File: src/rtl/scl_prescale_pkg.sv
package scl_prescale_pkg;

  // Field layout of the clock setting: decoded by the divider stages.
  localparam int EXP_W  = 3;
  localparam int MUL_W  = 4;
  localparam int CCR_W  = EXP_W + MUL_W;
  // Sampling counter must reach 2^(2^EXP_W - 1) - 1.
  localparam int SAMP_W = (1 << EXP_W) - 1;
  // Phase counter must reach 5 * 2^MUL_W - 1.
  localparam int PH_W   = $clog2(5 * (1 << MUL_W));

  typedef struct packed {
    logic [MUL_W-1:0] mul;
    logic [EXP_W-1:0] exp;
  } ccr_t;

  typedef enum logic [1:0] {
    PH_IDLE = 2'd0,
    PH_LOW  = 2'd1,
    PH_HIGH = 2'd2
  } phase_e;

  // Last count value of the sampling divider for exponent e.
  function automatic logic [SAMP_W-1:0] samp_last(input logic [EXP_W-1:0] e);
    return SAMP_W'((32'd1 << e) - 32'd1);
  endfunction

  // Last tick index of one SCL half period for multiplier m.
  function automatic logic [PH_W-1:0] phase_last(input logic [MUL_W-1:0] m);
    return PH_W'(5 * (int'(m) + 1) - 1);
  endfunction

  // Setting that gives an SCL rate at or just below the target.
  function automatic ccr_t default_ccr(input longint sys_hz, input longint scl_hz);
    ccr_t   r;
    longint step;
    longint samp;
    longint div;
    logic   found;
    r     = '1;
    found = 1'b0;
    step  = 10 * scl_hz;
    if (step < 1) step = 1;
    for (int e = 0; e < (1 << EXP_W); e++) begin
      samp = sys_hz >>> e;
      div  = (samp + step - 1) / step;
      if (!found && div <= longint'(1 << MUL_W)) begin
        found = 1'b1;
        if (div < 1) div = 1;
        r.exp = EXP_W'(e);
        r.mul = MUL_W'(div - 1);
      end
    end
    return r;
  endfunction

endpackage

File: src/rtl/scl_ccr_store.sv
module scl_ccr_store
  import scl_prescale_pkg::*;
#(
  parameter ccr_t RST_CCR = ccr_t'(0)
) (
  input  logic             clk,
  input  logic             rst_n,
  input  logic             wr_en,
  input  logic [CCR_W-1:0] wr_data,
  input  logic             load,
  output logic [CCR_W-1:0] held,
  output ccr_t             active
);

  logic [CCR_W-1:0] held_q;
  ccr_t             act_q;

  // Software-visible copy: updated on every write.
  always_ff @(posedge clk or negedge rst_n) begin
    if (!rst_n)     held_q <= RST_CCR;
    else if (wr_en) held_q <= wr_data;
  end

  // Working copy: only refreshed at a period boundary or while idle.
  always_ff @(posedge clk or negedge rst_n) begin
    if (!rst_n)    act_q <= RST_CCR;
    else if (load) act_q <= ccr_t'(held_q);
  end

  assign held   = held_q;
  assign active = act_q;

endmodule

File: src/rtl/scl_samp_div.sv
module scl_samp_div
  import scl_prescale_pkg::*;
(
  input  logic             clk,
  input  logic             rst_n,
  input  logic             enable,
  input  logic [EXP_W-1:0] exp_sel,
  output logic             tick
);

  logic [SAMP_W-1:0] cnt_q;
  logic [SAMP_W-1:0] last;
  logic              wrap;

  assign last = samp_last(exp_sel);
  // >= keeps the count bounded if the exponent shrinks while idle.
  assign wrap = (cnt_q >= last);
  assign tick = enable && wrap;

  always_ff @(posedge clk or negedge rst_n) begin
    if (!rst_n)                cnt_q <= '0;
    else if (!enable || wrap)  cnt_q <= '0;
    else                       cnt_q <= cnt_q + 1'b1;
  end

endmodule

File: src/rtl/scl_phase_seq.sv
module scl_phase_seq
  import scl_prescale_pkg::*;
(
  input  logic             clk,
  input  logic             rst_n,
  input  logic             enable,
  input  logic             run,
  input  logic             tick,
  input  logic [MUL_W-1:0] mul_sel,
  output logic             scl,
  output logic             rise,
  output logic             fall,
  output logic             cfg_load
);

  phase_e          st_q;
  logic [PH_W-1:0] cnt_q;
  logic            at_last;
  logic            period_end;

  assign at_last    = (cnt_q == phase_last(mul_sel));
  assign period_end = tick && (st_q == PH_HIGH) && at_last;

  assign scl      = (st_q != PH_LOW);
  assign rise     = tick && (st_q == PH_LOW) && at_last;
  assign fall     = run && ((tick && st_q == PH_IDLE) || period_end);
  assign cfg_load = !enable || (st_q == PH_IDLE) || period_end;

  always_ff @(posedge clk or negedge rst_n) begin
    if (!rst_n) begin
      st_q  <= PH_IDLE;
      cnt_q <= '0;
    end else if (!enable) begin
      st_q  <= PH_IDLE;
      cnt_q <= '0;
    end else if (tick) begin
      case (st_q)
        PH_IDLE: begin
          cnt_q <= '0;
          if (run) st_q <= PH_LOW;
        end
        PH_LOW: begin
          if (at_last) begin
            st_q  <= PH_HIGH;
            cnt_q <= '0;
          end else begin
            cnt_q <= cnt_q + 1'b1;
          end
        end
        PH_HIGH: begin
          if (at_last) begin
            st_q  <= run ? PH_LOW : PH_IDLE;
            cnt_q <= '0;
          end else begin
            cnt_q <= cnt_q + 1'b1;
          end
        end
        default: begin
          st_q  <= PH_IDLE;
          cnt_q <= '0;
        end
      endcase
    end
  end

endmodule

File: src/rtl/scl_rate_gen.sv
module scl_rate_gen
  import scl_prescale_pkg::*;
#(
  parameter longint SYSCLK_HZ = 50_000_000,
  parameter longint SCL_HZ    = 100_000
) (
  input  logic       clk,
  input  logic       rst_n,
  input  logic       enable,
  input  logic       run,
  input  logic       cfg_we,
  input  logic [7:0] cfg_wdata,
  output logic [7:0] cfg_rdata,
  output logic       samp_tick,
  output logic       scl_o,
  output logic       scl_rise,
  output logic       scl_fall
);

  localparam ccr_t RST_CCR = default_ccr(SYSCLK_HZ, SCL_HZ);

  logic [CCR_W-1:0] ccr_held;
  ccr_t             act_ccr;
  logic             cfg_load;
  logic             unused_wbit;

  // Top bit of the write data is reserved.
  assign unused_wbit = cfg_wdata[7];

  scl_ccr_store #(.RST_CCR(RST_CCR)) u_store (
    .clk     (clk),
    .rst_n   (rst_n),
    .wr_en   (cfg_we),
    .wr_data (cfg_wdata[CCR_W-1:0]),
    .load    (cfg_load),
    .held    (ccr_held),
    .active  (act_ccr)
  );

  scl_samp_div u_samp (
    .clk     (clk),
    .rst_n   (rst_n),
    .enable  (enable),
    .exp_sel (act_ccr.exp),
    .tick    (samp_tick)
  );

  scl_phase_seq u_seq (
    .clk      (clk),
    .rst_n    (rst_n),
    .enable   (enable),
    .run      (run),
    .tick     (samp_tick),
    .mul_sel  (act_ccr.mul),
    .scl      (scl_o),
    .rise     (scl_rise),
    .fall     (scl_fall),
    .cfg_load (cfg_load)
  );

  assign cfg_rdata = {1'b0, ccr_held};

endmodule

File: config.mk
export PLATFORM = sky130hd
export DESIGN_NAME = scl_rate_gen
export DESIGN_NICKNAME = d
export VERILOG_FILES = /design/src/rtl/scl_prescale_pkg.sv /design/src/rtl/scl_ccr_store.sv /design/src/rtl/scl_samp_div.sv /design/src/rtl/scl_phase_seq.sv /design/src/rtl/scl_rate_gen.sv
export SDC_FILE = /design/constraint.sdc
export NUM_CORES = 1
export LEC_CHECK = 0
export BUFFER_PORTS_ARGS = -buffer_cell sky130_fd_sc_hd__buf_2
export CORE_ASPECT_RATIO = 1.1
export CORE_UTILIZATION = 53
export DETAILED_ROUTE_END_ITERATION = 7
export PLACE_DENSITY = 0.82
export SYNTH_ARGS = -nofsm -noshare
export SYNTH_HDL_FRONTEND = slang
export SYNTH_SLANG_ARGS = --single-unit
File: constraint.sdc
create_clock -name clk -period 4.5 [get_ports clk]
set_input_delay 0.675 -clock clk [delete_from_list [all_inputs] [get_ports clk]]
set_output_delay 0.675 -clock clk [all_outputs]
set_load 0.03 [all_outputs]
==> reports/qor.csv, run 1 <==
stage,metric,value,unit
yosys,syn_avg_cell_area,10.21,µm²
worst_setup_path,arrival,3.70,ns
floorplanning,initial_core_util,55.11,%
worst_setup_path,crit_path_max_fanout,5,
job,drv_cap,0,
yosys,yosys_warnings,0,
detailed_routing,drc,0,
timing,finalHoldViolations,0,
floorplanning,io_pins,25,
timing,tns,0,ns
grt,grt_pass1_wl,7.238,mm
grt,grt_max_degree,31,
timing,fmax,228.7,MHz
cts,cts_htree_levels,2,
timing,setup_ws,0.1280,ns
floorplanning,placementRows,24,
worst_setup_path,cp-start-kind,register,
floorplanning,design.die.area,4383,µm²
pwr,power.density,382.3,nW/µm²
cts,cts.sinks,30,
timing,rsz0062_at_grt,yes,
pwr,cellLeakagePower,1.164,nW
place,port_buffers,22,
pwr,ir_worst_vdd,0.2980,mV
layout,stdcell_count,300,
cts,cts_tree,yes,
layout,nets,285,
floorplanning,die_w,63.22,µm
yosys,synth-edff-count,0,
place,pre_cts_ws,0.1467,ns
yosys,async_reset_ff_share,100.0,%
yosys,synth_top_area_share,27.49,%
yosys,syn_nets,252,
floorplanning,die_y,69.34,µm
pwr,finalPower,0.9924,mW
yosys,ys_seq_area_share,34.71,%
detailed_routing,wl_met2,2.284,mm
layout,diodes,0,
detailed_routing,wl_per_cell,14.40,µm
cts,root_buffer,clkbuf_8,
timing,tightest_slew,0.6511,ns
timing,period_needed,4.372,ns
detailed_routing,vias,1680,
timing,drv_slew,0,
detailed_routing,wl,4.319,mm
detailed_routing,final_antenna_net_count,0,
place,place_inst,285,
yosys,synth_area_leaders,"dfrtp_1 27%, ha_1 14%, dfstp_2 7.2%, mux2_4 4.8%, xnor2_1 4.8%",
timing,report.final.setup_viol,0,
grt,antenna_found_initial,0,
detailed_routing,via_per_inst,5.600,
yosys,dominantRegCellSynth,dfrtp_1,
layout,final_cell_mix,"24 x dfrtp_1, 20 x ha_1, 20 x buf_2, 18 x nand2_1, 12 x buf_4",
detailed_routing,drt_iter0_drc,45,
worst_setup_path,cp.required,3.83,ns
layout,ff_latch_area,758.2,µm²
worst_setup_path,cp-end-kind,output pin,
status,status,"finished, final reports clean",
cts,cts_hold_buf,0,
detailed_routing,drt_pass1_iterations,4,
grt,grt.total_usage,20.69,%
yosys,synth_cells,214,
yosys,ys_ff_latch,30,
detailed_routing,dr.max_layer_used,met4,
timing,period_share,97.16,%
cts,clk_latency,0.28,ns
cts,clockBufferDepth,2,
grt,grt_pass1_vias,1662,
place,place.gp.congestion,0.8297,
timing,finClkSkew,0.006896,ns
grt,grt-ovfl-total,0,
layout,drive_gt1_share,37.10,%
cts,cts_buffers,5,
floorplanning,core,3964,µm²
layout,nFillCells,321,
layout,multi_input_area,1414,µm²
detailed_routing,wl_met3,128,µm
layout,layout_commonest_cell,dfrtp_1,
yosys,synth_cell_type_count,51,
yosys,yosysTopAreaCell,dfrtp_1,
worst_setup_path,critPathKind,reg2out,
layout,syn2layout_area_growth,18.84,%
timing,slew_headroom,56.59,%
cts,clkTransAtPathRegs,0.07,ns
place,hpwl,3.038,mm
min_path,min_path_type,in2async,
yosys,synth_area,2185,µm²
layout,fin_util,65.50,%
detailed_routing,wl_met1,1.834,mm
stage by stage:
stage,area [µm²],hold slack (ns)
6_report,2596,0.4146
5_1_grt,2596,0.4725
4_1_cts,2501,0.4364
3_5_place_dp,2359,0.4854
3_3_place_gp,2359,0.4810
2_1_floorplan,2187,0.3794
power breakdown:
group          internal (mW)  leakage, nW  total [mW]  switching, mW
registers              0.291        0.378       0.313         0.0214
clock network          0.163       0.0579       0.264          0.102
logic                  0.198        0.729       0.415          0.217
critical path, cell delays in order, from the launching register on:
cell      delay [ns]
dfstp_2         0.60
nand3_2         0.13
xnor2_2         0.17
inv_1           0.06
ha_1            0.29
ha_1            0.30
ha_1            0.34
and3_1          0.19
a221oi_2        0.29
xnor2_1         0.17
xnor2_1         0.13
nor4_4          0.38
and3_4          0.25
buf_6           0.12
flip-flops by register name, summed over array words and instances (netlist names):
signal and cells:
u_store.active 7, u_store.held 7, u_seq.st_q 2, u_samp.cnt_q 7, u_seq.cnt_q 7
timing repair:
action	4_1_cts	5_1_grt
setup endpoints to repair	2	2
pin swaps	1	11
setup buffers	2	5
gates cloned	0	0
gates resized for setup	2	15
hold endpoints to repair	0	0
area by class of cell:
class / count / area share [%]
tap: 52 / 2.506
clock buffer: 5 / 2.651
sequential: 30 / 29.20
clock inverter: 3 / 1.542
timing repair buffer: 34 / 8.193
inverter: 10 / 1.446
multi-input combinational: 166 / 54.46
path summary, 6_finish.rpt:
check | slack (ns) | end | cells past startpoint | from
max | 0.13 | scl_rise | 13 | u_store.active[5]
min | 0.41 | u_seq.cnt_q[1] | 1 | rst_n
max reg2reg | 0.52 | u_seq.cnt_q[0] | 14 | u_store.active[5]
min reg2reg | 0.50 | u_samp.cnt_q[0] | 1 | u_samp.cnt_q[0]
max in group asynchronous | 3.66 | u_samp.cnt_q[6] | 1 | rst_n
min in group clk | 0.50 | u_samp.cnt_q[0] | 1 | u_samp.cnt_q[0]
cells in the mapped netlist, types with 2 or more instances:
cell,number
o21ai_0,6
and3_2,2
a211o_1,2
or3_1,4
xnor2_1,12
nor2_1,12
dfstp_2,6
a21boi_0,3
nand3_1,7
ha_1,24
xor2_1,6
dfrtp_1,24
and2_1,2
a31o_2,3
mux2_4,7
mux2_2,7
clkbuf_1,4
nand4_1,5
and3_1,3
or4_1,2
inv_1,10
a21oi_1,9
or2_2,2
nor2b_1,3
nand2_1,18
nand2b_1,4
buf_1,2
a21o_1,2
layer usage:
metal | GRT usage [%] | vias to the layer above
li1 | - | 820
met1 | 24.47 | 823
met2 | 37.51 | 30
met3 | 3.454 | 7
met4 | 6.818 | 0
met5 | 0 | -
cells by family after synthesis:
| logic type | share of synthesized area (%) |
|---|---|
| fa+ha+maj | 14.66 |
| other cells | 0.1717 |
| mux | 8.419 |
| compound gates | 13.00 |
| simple gates | 18.21 |
| buf+inv | 3.608 |
| xor+xnor | 7.216 |
| flops | 34.71 |
Note: power is estimated with default switching activity, not from simulation.
==> run 2, diff against run 1 <==
--- a/config.mk
+++ b/config.mk
@@ -5,11 +5,14 @@
 export SDC_FILE = /design/constraint.sdc
 export NUM_CORES = 1
 export LEC_CHECK = 0
+export ABC_AREA = 1
 export BUFFER_PORTS_ARGS = -buffer_cell sky130_fd_sc_hd__buf_2
+export CELL_PAD_IN_SITES_DETAIL_PLACEMENT = 0
+export CELL_PAD_IN_SITES_GLOBAL_PLACEMENT = 1
 export CORE_ASPECT_RATIO = 1.1
-export CORE_UTILIZATION = 53
+export CORE_UTILIZATION = 39
 export DETAILED_ROUTE_END_ITERATION = 7
-export PLACE_DENSITY = 0.82
+export PLACE_DENSITY_LB_ADDON = 0.2
 export SYNTH_ARGS = -nofsm -noshare
 export SYNTH_HDL_FRONTEND = slang
 export SYNTH_SLANG_ARGS = --single-unit
==> run 2 against run 1 <==
Against the previous run:
- via count up 7.3%
- cell area down 2.4%
- hold slack better by 0.011 ns
- fmax up 3.7%
- global-route usage down 4.2 points
- non-clock buffer count down 9
- core utilization down 19 points
- wire length down 1.3%
- synthesized cell count up 31%
- sequential share of layout area up 0.71 points
- critical endpoint is now scl_fall
- largest cell class unchanged
- largest power group unchanged
- highest routed layer unchanged
==> reports/qor.csv, run 2 <==
stage,metric,value,unit,change
worst_setup_path,r2r_cells,18,,+4
worst_setup_path,arrival,3.54,ns,-0.16 ns
layout,nFillCells,586,,+83%
worst_setup_path,slowest_stage,fa_1,,
worst_setup_path,cp-end-kind,output pin,,
yosys,yosys-top-cells-count,"73 x nand2_1, 36 x inv_1, 25 x nand3_1, 24 x dfrtp_1, 24 x ha_1",,
timing,drv_slew,0,,unchanged
yosys,yosys_warnings,0,,unchanged
yosys,syn_avg_cell_area,7.841,µm²,-23%
cts,cts_hold_buf,0,,unchanged
worst_setup_path,ff2ff_setup_slack,1.18,ns,+0.66 ns
place,port_buffers,22,,unchanged
layout,drive_gt1_share,19.35,%,-18 points
layout,diodes,0,,unchanged
worst_setup_path,cp-start-kind,register,,
detailed_routing,via_per_inst,4.681,,-16%
timing,report.final.setup_viol,0,,unchanged
yosys,yosysTopAreaCell,dfrtp_1,,
floorplanning,core,5395,µm²,+36%
worst_setup_path,critPathKind,reg2out,,
timing,fmax,237.1,MHz,+3.7%
place,place.gp.congestion,0.7582,,-8.6%
layout,layout_commonest_cell,nand2_1,,
place,place_inst,375,,+32%
yosys,ys_seq_area_share,34.41,%,-0.30 points
floorplanning,die_y,80.84,µm,+17%
grt,use_met1,20.44,%,-4.0 points
grt,antenna_found_initial,0,,unchanged
grt,grt_pass1_wl,7.486,mm,+3.4%
worst_setup_path,cp_cell_sequence,buf_4 > inv_1 > ha_2 > ha_1 > fa_1 > ha_4 > nand2_1 > nor2_1 > nand2_1 > inv_1 > nor2_1 > nand3_1 > nand2_1 > nand2_1 > nand2_2 > nor2_4 > nand2_4 > a21boi_1 > buf_4,,
cts,cts_buffers,5,,unchanged
detailed_routing,drc,0,,unchanged
pwr,cellLeakagePower,1.345,nW,+16%
yosys,async_reset_ff_share,100.0,%,unchanged
grt,grt_max_degree,31,,unchanged
timing,rsz0062_at_grt,no,,
yosys,synth_cell_type_count,32,,-37%
worst_setup_path,crit_end,scl_fall,,
detailed_routing,vias,1802,,+7.3%
timing,tightest_slew,0.6781,ns,+0.02704 ns
timing,slew_headroom,54.62,%,-2.0 points
status,status,"finished, final reports clean",,
yosys,synth_top_area_share,27.26,%,-0.23 points
yosys,ys_ff_latch,30,,unchanged
floorplanning,io_pins,25,,unchanged
floorplanning,placementRows,28,,+17%
grt,grt_pass1_vias,1729,,+4.0%
yosys,dominantRegCellSynth,dfrtp_1,,
floorplanning,design.die.area,5955,µm²,+36%
cts,cts_tree,yes,,
cts,clockBufferDepth,2,,unchanged
cts,cts_htree_levels,2,,unchanged
pwr,power.density,715.0,nW/µm²,+87%
detailed_routing,drt_pass1_iterations,4,,unchanged
layout,nets,347,,+22%
floorplanning,initial_core_util,40.84,%,-14 points
timing,tns,0,ns,unchanged
worst_setup_path,cpMostUsedCell,nand2_1,,
place,hpwl,3.284,mm,+8.1%
yosys,synth_cells,281,,+31%
detailed_routing,wl,4.261,mm,-1.3%
worst_setup_path,r2r-end,u_seq.cnt_q[3],,
worst_setup_path,reg2reg_from,u_store.active[3],,
grt,grt-ovfl-total,0,,unchanged
yosys,synth.most_common_cell,nand2_1,,
worst_setup_path,cp.required,3.83,ns,about the same
detailed_routing,drt_iter0_drc,49,,+8.9%
worst_setup_path,startpoint,u_store.active[3],,
cts,cts.sinks,30,,unchanged
timing,finClkSkew,0.007265,ns,+0.0003688 ns
yosys,synth_area_leaders,"dfrtp_1 27%, ha_1 14%, nand2_1 12%, dfstp_2 7.2%, inv_1 6.1%",,
cts,root_buffer,clkbuf_8,,
cts,clk_latency,0.28,ns,about the same
grt,grt.met2_usage,28.53,%,-9.0 points
layout,syn2layout_area_growth,15.05,%,
yosys,syn_nets,319,,+27%
detailed_routing,final_antenna_net_count,0,,unchanged
grt,grt.total_usage,16.47,%,-4.2 points
detailed_routing,wl_per_cell,11.07,µm,-23%
layout,final_cell_mix,"73 x nand2_1, 36 x inv_1, 25 x nand3_1, 24 x dfrtp_1, 22 x ha_1",,
grt,grt.busiest_layer,met2,,
timing,period_needed,4.217,ns,-0.1550 ns
min_path,min_path_type,in2async,,
worst_setup_path,cp_slowest_stage_delay,0.49,ns,-0.11 ns
worst_setup_path,crit_path_max_fanout,9,,+4
job,drv_cap,0,,unchanged
floorplanning,die_w,73.67,µm,+17%
timing,finalHoldViolations,0,,unchanged
timing,period_share,93.71,%,-3.4 points
cts,clkTransAtPathRegs,0.06,ns,about the same
yosys,synth-edff-count,0,,unchanged
pwr,ir_worst_vdd,0.4428,mV,+49%
yosys,synth_area,2203,µm²,+0.86%
layout,stdcell_count,385,,+28%
grt,grt_use_met3,2.605,%,-0.85 points
## run 2: cell types whose count changed after synthesis, moves of 4 or more
| cell | delta |
|---|---|
| nor2_1 | +9 |
| nand2b_1 | -4 |
| o21ai_1 | +7 |
| inv_1 | +26 |
| or3_1 | -4 |
| nand2_1 | +55 |
| mux2_4 | -7 |
| nand3_1 | +18 |
| xnor2_1 | -11 |
## run 2: repair_timing
item	in CTS	in global routing
endpoints found under the setup margin	1	2
buffers inserted	0	2
pin swaps	0	2
gates cloned	0	0
resized for setup	1	6
## run 2: where the power goes
| group | switching (mW) | internal (mW) |
|---|---|---|
| Sequential | 0.0516 | 0.325 |
| Clock | 0.0965 | 0.165 |
| Combinational | 0.702 | 0.472 |
## run 2: worst min-delay path by stage
stage | start | cells after the start | end
6_report | rst_n | 1 | u_store.held[2]
5_1_grt | rst_n | 1 | u_store.held[3]
4_1_cts | rst_n | 1 | u_store.held[3]
3_5_place_dp | u_store.held[1] | 2 | u_store.active[1]
3_3_place_gp | u_store.held[1] | 2 | u_store.active[1]
2_1_floorplan | rst_n | 0 | u_samp.cnt_q[0]
## run 2: cell families (layout without fill, tap and decap cells)
logic type                 count (synthesis)  after routing  synth area share [%]
xor gates and xnor gates                  11             11                 4.714
and+or+nand+nor                          142            142                 29.36
other                                      1              1                0.1702
DFF                                       30             30                 34.41
muxes                                      7              7                 3.578
buffers and inverters                     41             70                 7.496
adders and majority gates                 25             25                 14.54
AOI/OAI and AO/OA                         24             24                 5.735
## run 2: metrics by stage
| stage | setup slack [ns] | total power [mW] | hold WS (ns) | area (µm²) | utilization (%) |
|---|---|---|---|---|---|
| after floorplan | 0.2211 | 1.280 | 0.3794 | 2203 | - |
| after global placement | 0.3235 | 1.493 | 0.4618 | 2389 | 44.27 |
| after detailed placement | 0.2939 | 1.497 | 0.4637 | 2389 | 44.27 |
| after CTS | 0.03589 | 1.779 | 0.4474 | 2497 | 46.29 |
| after global routing | 0.03615 | 2.022 | 0.4899 | 2535 | 46.99 |
| final | 0.2830 | 1.812 | 0.4257 | 2535 | 46.99 |
## run 2: critical path, delay by kind of cell (launching register included)
family	cells	cell delay (ns)
adder cells (fa/ha/maj)	4	1.42
buffers and inverters	4	0.45
AND/OR/NAND/NOR	10	0.86
flip-flops	1	0.38
AO/OA/AOI/OAI	1	0.15
## run 2: final cells by class
class                   instances  area (µm²)  share of cell area, %
clock buffers                   7       76.32                  3.011
clock inverters                 1       30.03                  1.185
multi-input cells             210        1303                  51.38
inverters                      37       138.9                  5.479
flip-flops and latches         30       758.2                  29.91
well taps                      75       93.84                  3.702
repair buffers                 25       135.1                  5.331
## run 2: layer usage
metal | routed length [µm] | share of wire (%)
met4 | 69 | 1.6
met1 | 2034 | 48
met2 | 2061 | 48
met5 | 0 | 0
met3 | 96 | 2.3
